<file path="src/rtl/irq_sel_pkg.sv">
package irq_sel_pkg;
   typedef enum logic [1:0] {
      PRIV_U    = 2'b00,
      PRIV_S    = 2'b01,
      PRIV_RSVD = 2'b10,
      PRIV_M    = 2'b11
   } priv_e;
endpackage

</file>
<file path="src/rtl/irq_sel_gate.sv">
module irq_sel_gate
   import irq_sel_pkg::*;
#(
   parameter int NUM_IRQ = 32
) (
   input  logic [NUM_IRQ-1:0] pend,
   input  logic [NUM_IRQ-1:0] en,
   input  logic [NUM_IRQ-1:0] deleg,
   input  priv_e              priv,
   input  logic               mie,
   input  logic               sie,
   output logic [NUM_IRQ-1:0] elig
);
   logic m_on;
   logic s_on;

   // Machine class: open below M, gated by mie at M.
   assign m_on = (priv != PRIV_M) || mie;
   // Supervisor class: open at U, gated by sie at S, closed above S.
   assign s_on = (priv == PRIV_U) || ((priv == PRIV_S) && sie);

   for (genvar g = 0; g < NUM_IRQ; g++) begin : g_line
      assign elig[g] = pend[g] & en[g] & (deleg[g] ? s_on : m_on);
   end
endmodule

</file>
<file path="src/rtl/irq_sel_prio.sv">
module irq_sel_prio #(
   parameter int NUM_IRQ = 32,
   parameter int IDX_W   = $clog2(NUM_IRQ)
) (
   input  logic [NUM_IRQ-1:0] vec,
   output logic               found,
   output logic [IDX_W-1:0]   idx
);
   always_comb begin
      idx = '0;
      for (int i = NUM_IRQ - 1; i >= 0; i--) begin
         if (vec[i]) idx = IDX_W'(i);
      end
   end
   assign found = |vec;
endmodule

</file>
<file path="src/rtl/irq_sel_top.sv">
module irq_sel_top
   import irq_sel_pkg::*;
#(
   parameter int  NUM_IRQ = 32,
   parameter bit  REG_OUT = 1'b1,
   localparam int CAUSE_W = $clog2(NUM_IRQ)
) (
   input  logic               clk,
   input  logic               rst_n,
   input  logic [NUM_IRQ-1:0] pend_i,
   input  logic [NUM_IRQ-1:0] en_i,
   input  logic [NUM_IRQ-1:0] deleg_i,
   input  logic [1:0]         priv_i,
   input  logic               mie_i,
   input  logic               sie_i,
   output logic               take_o,
   output logic [CAUSE_W-1:0] cause_o
);
   if (NUM_IRQ < 2 || NUM_IRQ > 64) begin : g_bad_width
      $error("irq_sel_top: NUM_IRQ must lie in 2..64");
   end

   logic [NUM_IRQ-1:0] elig;
   logic               hit;
   logic [CAUSE_W-1:0] win;

   irq_sel_gate #(.NUM_IRQ(NUM_IRQ)) u_gate (
      .pend  (pend_i),
      .en    (en_i),
      .deleg (deleg_i),
      .priv  (priv_e'(priv_i)),
      .mie   (mie_i),
      .sie   (sie_i),
      .elig  (elig)
   );

   irq_sel_prio #(.NUM_IRQ(NUM_IRQ), .IDX_W(CAUSE_W)) u_prio (
      .vec   (elig),
      .found (hit),
      .idx   (win)
   );

   if (REG_OUT) begin : g_reg
      always_ff @(posedge clk or negedge rst_n) begin
         if (!rst_n) begin
            take_o  <= 1'b0;
            cause_o <= '0;
         end else begin
            take_o  <= hit;
            cause_o <= win;
         end
      end
   end else begin : g_comb
      assign take_o  = hit;
      assign cause_o = win;
   end
endmodule

</file>
<file path="config.mk">
export PLATFORM = sky130hd
export DESIGN_NAME = irq_sel_top
export DESIGN_NICKNAME = d
export VERILOG_FILES = /design/src/rtl/irq_sel_pkg.sv /design/src/rtl/irq_sel_gate.sv /design/src/rtl/irq_sel_prio.sv /design/src/rtl/irq_sel_top.sv
export SDC_FILE = /design/constraint.sdc
export NUM_CORES = 1
export LEC_CHECK = 0
export BUFFER_PORTS_ARGS = -buffer_cell sky130_fd_sc_hd__clkbuf_2
export CORE_MARGIN = 4
export CORE_UTILIZATION = 35
export CTS_CLUSTER_SIZE = 25
export DETAILED_ROUTE_END_ITERATION = 16
export GPL_TIMING_DRIVEN = 0
export PLACE_DENSITY = 0.83
export REMOVE_ABC_BUFFERS = 1
export SLEW_MARGIN = 20
export SYNTH_ARGS = -nofsm -noshare
export SYNTH_HDL_FRONTEND = slang
export SYNTH_HIERARCHICAL = 1
export SYNTH_SLANG_ARGS = --single-unit
export TNS_END_PERCENT = 50
</file>
<file path="constraint.sdc">
create_clock -name clk -period 1.6 [get_ports clk]
set_clock_uncertainty 0.15 [all_clocks]
set_input_delay 0.24 -clock clk [delete_from_list [all_inputs] [get_ports clk]]
set_output_delay 0.24 -clock clk [all_outputs]
set_load 0.02 [all_outputs]
</file>
Word level (Yosys, flattened, before mapping)

Cells that the tools add are included.
W data, S select, Z words.

Equality and inequality tests: 2
Reduce and logical (&&, ||, !) cells: 5
Muxes and demuxes: 64
Bitwise gates (word level): 64

Operator list:

| kind                 | count |
|---|---|
| $mux W5              | 32 |
| $and A1 B1 Y1        | 64 |
| $mux W1              | 32 |
| $reduce_or A32 Y1    | 1 |
| $eq A2 B1 Y1 const B | 1 |
| $logic_not A2 Y1     | 1 |
| $logic_or A1 B1 Y1   | 2 |
| $ne A2 B2 Y1 const B | 1 |
| $logic_and A1 B1 Y1  | 1 |

Register bits after elaboration: 6

Depth between registers and ports, before layout

Word-level depth: 37
Gate-level depth with buffers: 10
Depth with buffers taken out: 8

Cells and area by module

The synthesis kept the hierarchy.

Modules (own cells, without submodules):

| module       | area an instance (um2) | cells each | times used |
|---|---|---|---|
| irq_sel_gate | 526.8                  | 82         | 1 |
| irq_sel_prio | 385.4                  | 65         | 1 |
| irq_sel_top  | 150.1                  | 6          | 1 |

Worst setup path after synthesis

OpenSTA, ideal clock, no wires.

Path type: input-to-reg
From: in mie_i
To: reg cause_o[2]
Arrival time: 1783 ps
Buffers on the path: 2
Setup slack: -474 ps
Required time: 1309 ps
Stages on the path: 10
Path through: and3b_1 > buf_4 > buf_6 > nor2_1 > o211a_1 > or4_4 > a21oi_1 > o21ai_1 > nand2_1 > a21boi_2

Elaborated cells on any way between the ends: 97

RTL lines:

| what                  | RTL line           | text |
|---|---|---|
| from (decl)           | irq_sel_top.sv:14  | `input logic mie_i,` |
| $logic_or A1 B1 Y1    | irq_sel_gate.sv:18 | `assign m_on = (priv != PRIV_M) \|\| mie;` |
| $mux W1               | irq_sel_gate.sv:23 | `assign elig[g] = pend[g] & en[g] & (deleg[g] ? s_on : m_on);` |
| $and A1 B1 Y1         | irq_sel_gate.sv:23 |  |
| net elig[23]          | irq_sel_top.sv:23  | `logic [NUM_IRQ-1:0] elig;` |
| $mux W5 (24 in a row) | irq_sel_prio.sv:12 | `if (vec[i]) idx = IDX_W'(i);` |
| net win[2]            | irq_sel_top.sv:25  | `logic [CAUSE_W-1:0] win;` |
| to (signal assigned)  | irq_sel_top.sv:50  | `cause_o <= win;` |
| to (decl)             | irq_sel_top.sv:17  | `output logic [CAUSE_W-1:0] cause_o` |

The timed path passes the listed nets, and every way through them passes these cells.

Final worst setup path

From: in priv_i[1]
To: reg cause_o[0]

Elaborated cells on any way between the ends: 102

RTL lines:

| what                      | RTL line           | text |
|---|---|---|
| from (decl)               | irq_sel_top.sv:13  | `input logic [1:0] priv_i,` |
| $eq A2 B1 Y1              | irq_sel_gate.sv:20 | `assign s_on = (priv == PRIV_U) \|\| ((priv == PRIV_S) && sie);` |
| $logic_and A1 B1 Y1       | irq_sel_gate.sv:20 |  |
| $logic_or A1 B1 Y1        | irq_sel_gate.sv:20 |  |
| $mux W1 (*)               | irq_sel_gate.sv:23 |  |
| $and A1 B1 Y1 (*)         | irq_sel_gate.sv:23 |  |
| net elig[29]              | irq_sel_top.sv:23  |  |
| $mux W5 (*) (30 in a row) | irq_sel_prio.sv:12 |  |
| net win[0]                | irq_sel_top.sv:25  |  |

Mark *: on every way through the listed nets, which the timed path passes. The rest lies on a longest branch.

==> results.md <==
* Status: complete, but fails checks
* Failing checks: setup timing
* CP max FO at 8
* Nets at 373
* Register area share after synthesis at between 10% and 20%
* Data arrival, critical path at roughly 2.1 ns
* Drt wl/cell at 16.4 um
* Synth top area share at 22.6%
* Vias/cell at about 5.7
* Die area at ~4000 um^2
* Syn avg cell area at 6.94 um^2
* CTS max path bufs at 2
* Port-buffer cells at approximately 110
* Ys flop type: dfrtp_1
* Power Dens Cells at 457 nW/um^2
* Worst-case vdd ir drop at 0.360 mV
* Dpl hpwl at ~3200 um
* CTS tree: done
* CORE AREA at ~2800 um^2
* GRT Residual Overflow at 0
* Cells after Synth at 153
* Area Growth Syn to Fin at 80.6%
* Final ANT Viol Nets at 0
* Unique cell type count in the Yosys netlist at 32
* H-tree Lvls at 1
* Largest area contributor in the netlist: o211a_1
* Pre-Repair DR Iteration Count at 4
* Clock net sink count at 6
* LEAKAGE at about 1.1 nW
* Cells after DPL at 286
* Initial Util at 37.5%
* Clock transition at path regs at 0.05 ns
* Clock root buffer: clkbuf_4
* Hold Vio Cnt, Final at 0
* Routed WL at 4920 um
* I/O pin cnt at 108
* Critical path class: in -> reg
* Ys Warns at 6
* Synth Cell Area at 1060 um^2
* Max Transition Viols Final at 0
* Final WS setup at -0.485 ns
* CP required at 1.59 ns
* Ratio of cells with drive above 1 in the final layout at 56.5%
* Num CTS Buffers at 3
* Final period util at 130%
* Setup TNS at -2.00 ns
* # setup viols final at 6
* Residual DRC at 0
* Die Span Y at 63.1 um
* CP Launch Type: input pin
* Crit path time final at around 2.1 ns
* Worst-Margin Slew at approximately 0.43 ns
* GRT Overall Usage at 24.0%
* Number of synthesized flops with an enable pin at 0
* F_max at 480 MHz
* Most area-consuming cells after synthesis: o211a_1 (23%), nor2_1 (15%), dfrtp_1 (14%)
* Synth async-reset ratio at 100%
* Count leader, synth: nor2_1
* ANT cells at 0
* Number of global-route vias before repair at 1804
* HP Class: in -> async
* Initial DRC count at 61
* Routed via count at about 1700
* Final Instance Area at 1920 um^2
* GPL Wtd Cong at between 0.7 and 0.8
* Seq cells post-synth at 6
* Most frequent cells after synthesis: nor2_1 (42), o211a_1 (24), nand2_1 (11), a211oi_1 (9)
* Slew HR at 71.3%
* Post-route insts no fill at 300
* First-pass GRT wire length at 7850 um
* Worst Setup End Kind: register
* FP Rows at 19
* Largest net degree at the start of global routing at 13
* Dpl cell area at 1600 um^2
* Die width at 63.1 um
* Initial antenna violation count at 0
* RSZ-0062 raised after global routing: yes
* Max Cap Viol at 0
final cells by class:
| type | count | area, um^2 |
|---|---|---|
| Tap cell | 31 | 38.8 |
| Multi-Input combinational cell | 139 | 1040 |
| Timing Repair Buffer | 114 | 636 |
| Sequential cell | 6 | 150 |
| Clock buffer | 3 | 22.5 |
| Fill cell | 246 | 911 |
| Inverter | 7 | 26.3 |
power by group:
group	total [mW]	internal, mW	switching (mW)
sequential	0.176	0.171	0.00478
combinational	0.559	0.271	0.288
clock	0.141	0.0850	0.0563
total	0.877	0.527	0.349
kinds of logic after synthesis:
kind of cell,count (synthesis),synth area share (%)
simple gates,79,35.8
compound gates,56,43.8
buf+inv,12,6.24
flops,6,14.1
layout by cell type, fill, tap and decap left out, types with 2 or more instances in the layout:
cell	instances
a21oi_1	5
nor3_2	2
a21oi_4	2
nor3_1	4
o31ai_1	4
buf_8	2
a211oi_1	3
and3b_2	3
a211oi_2	5
dfrtp_1	6
clkbuf_2	104
inv_1	6
or4_4	3
nor4_4	2
o21ai_0	2
nand2_1	11
nor2_2	3
nor2_1	39
buf_4	4
o211a_1	23
nor4_1	4
clkbuf_4	3
a21oi_2	2
metrics by stage:
step	total power, mW	util (%)	hold WS (ns)	setup WS, ns
6_report	0.877	67.8	0.209	-0.485
2_1_floorplan	0.421	-	-0.206	-0.672
4_1_cts	0.828	64.2	0.196	-0.355
3_3_place_gp	0.605	56.4	-0.0848	-1.16
5_1_grt	0.948	67.8	0.221	-0.488
3_5_place_dp	0.613	56.4	-0.0789	-1.16
worst max-delay path by stage:
stage | from | to | slack [ns] | cells past startpoint
6_report | priv_i[1] | cause_o[0] | -0.48 | 10
3_3_place_gp | priv_i[0] | cause_o[0] | -1.16 | 8
2_1_floorplan | mie_i | cause_o[2] | -0.67 | 8
3_5_place_dp | priv_i[0] | cause_o[0] | -1.16 | 8
4_1_cts | mie_i | cause_o[0] | -0.36 | 9
5_1_grt | priv_i[1] | cause_o[0] | -0.49 | 10
worst max-delay path, stage by stage:
cell and delay [ns]:
clkbuf_8 0.15, and3b_4 0.23, nor2_1 0.11, o211a_1 0.19
buf_4 0.14, nor2b_2 0.18, nor3_2 0.06, o31ai_1 0.26
o2111ai_1 0.21, a221oi_2 0.30
flip-flops by register name (all words and copies together), names as in the netlist:
signal / count
take_o: 1
cause_o: 5
timing repair:
action                                  in CTS  in global routing
buffers inserted                             3                  3
endpoints found under the setup margin       6                  6
hold endpoints to repair                     6                  0
pin swaps                                   16                 16
resized for setup                           27                 19
cloned                                       4                  0
hold buffers                                 1                  0
routing by layer:
layer | GRT usage (%) | share of wire (%) | up-vias
met5 | 0 | 0 | -
met4 | 7.16 | 1.8 | 0
met3 | 4.26 | 9.5 | 12
met2 | 43.5 | 52 | 106
met1 | 28.6 | 37 | 773
li1 | - | - | 828
Note: power is estimated with default switching activity, not from simulation.
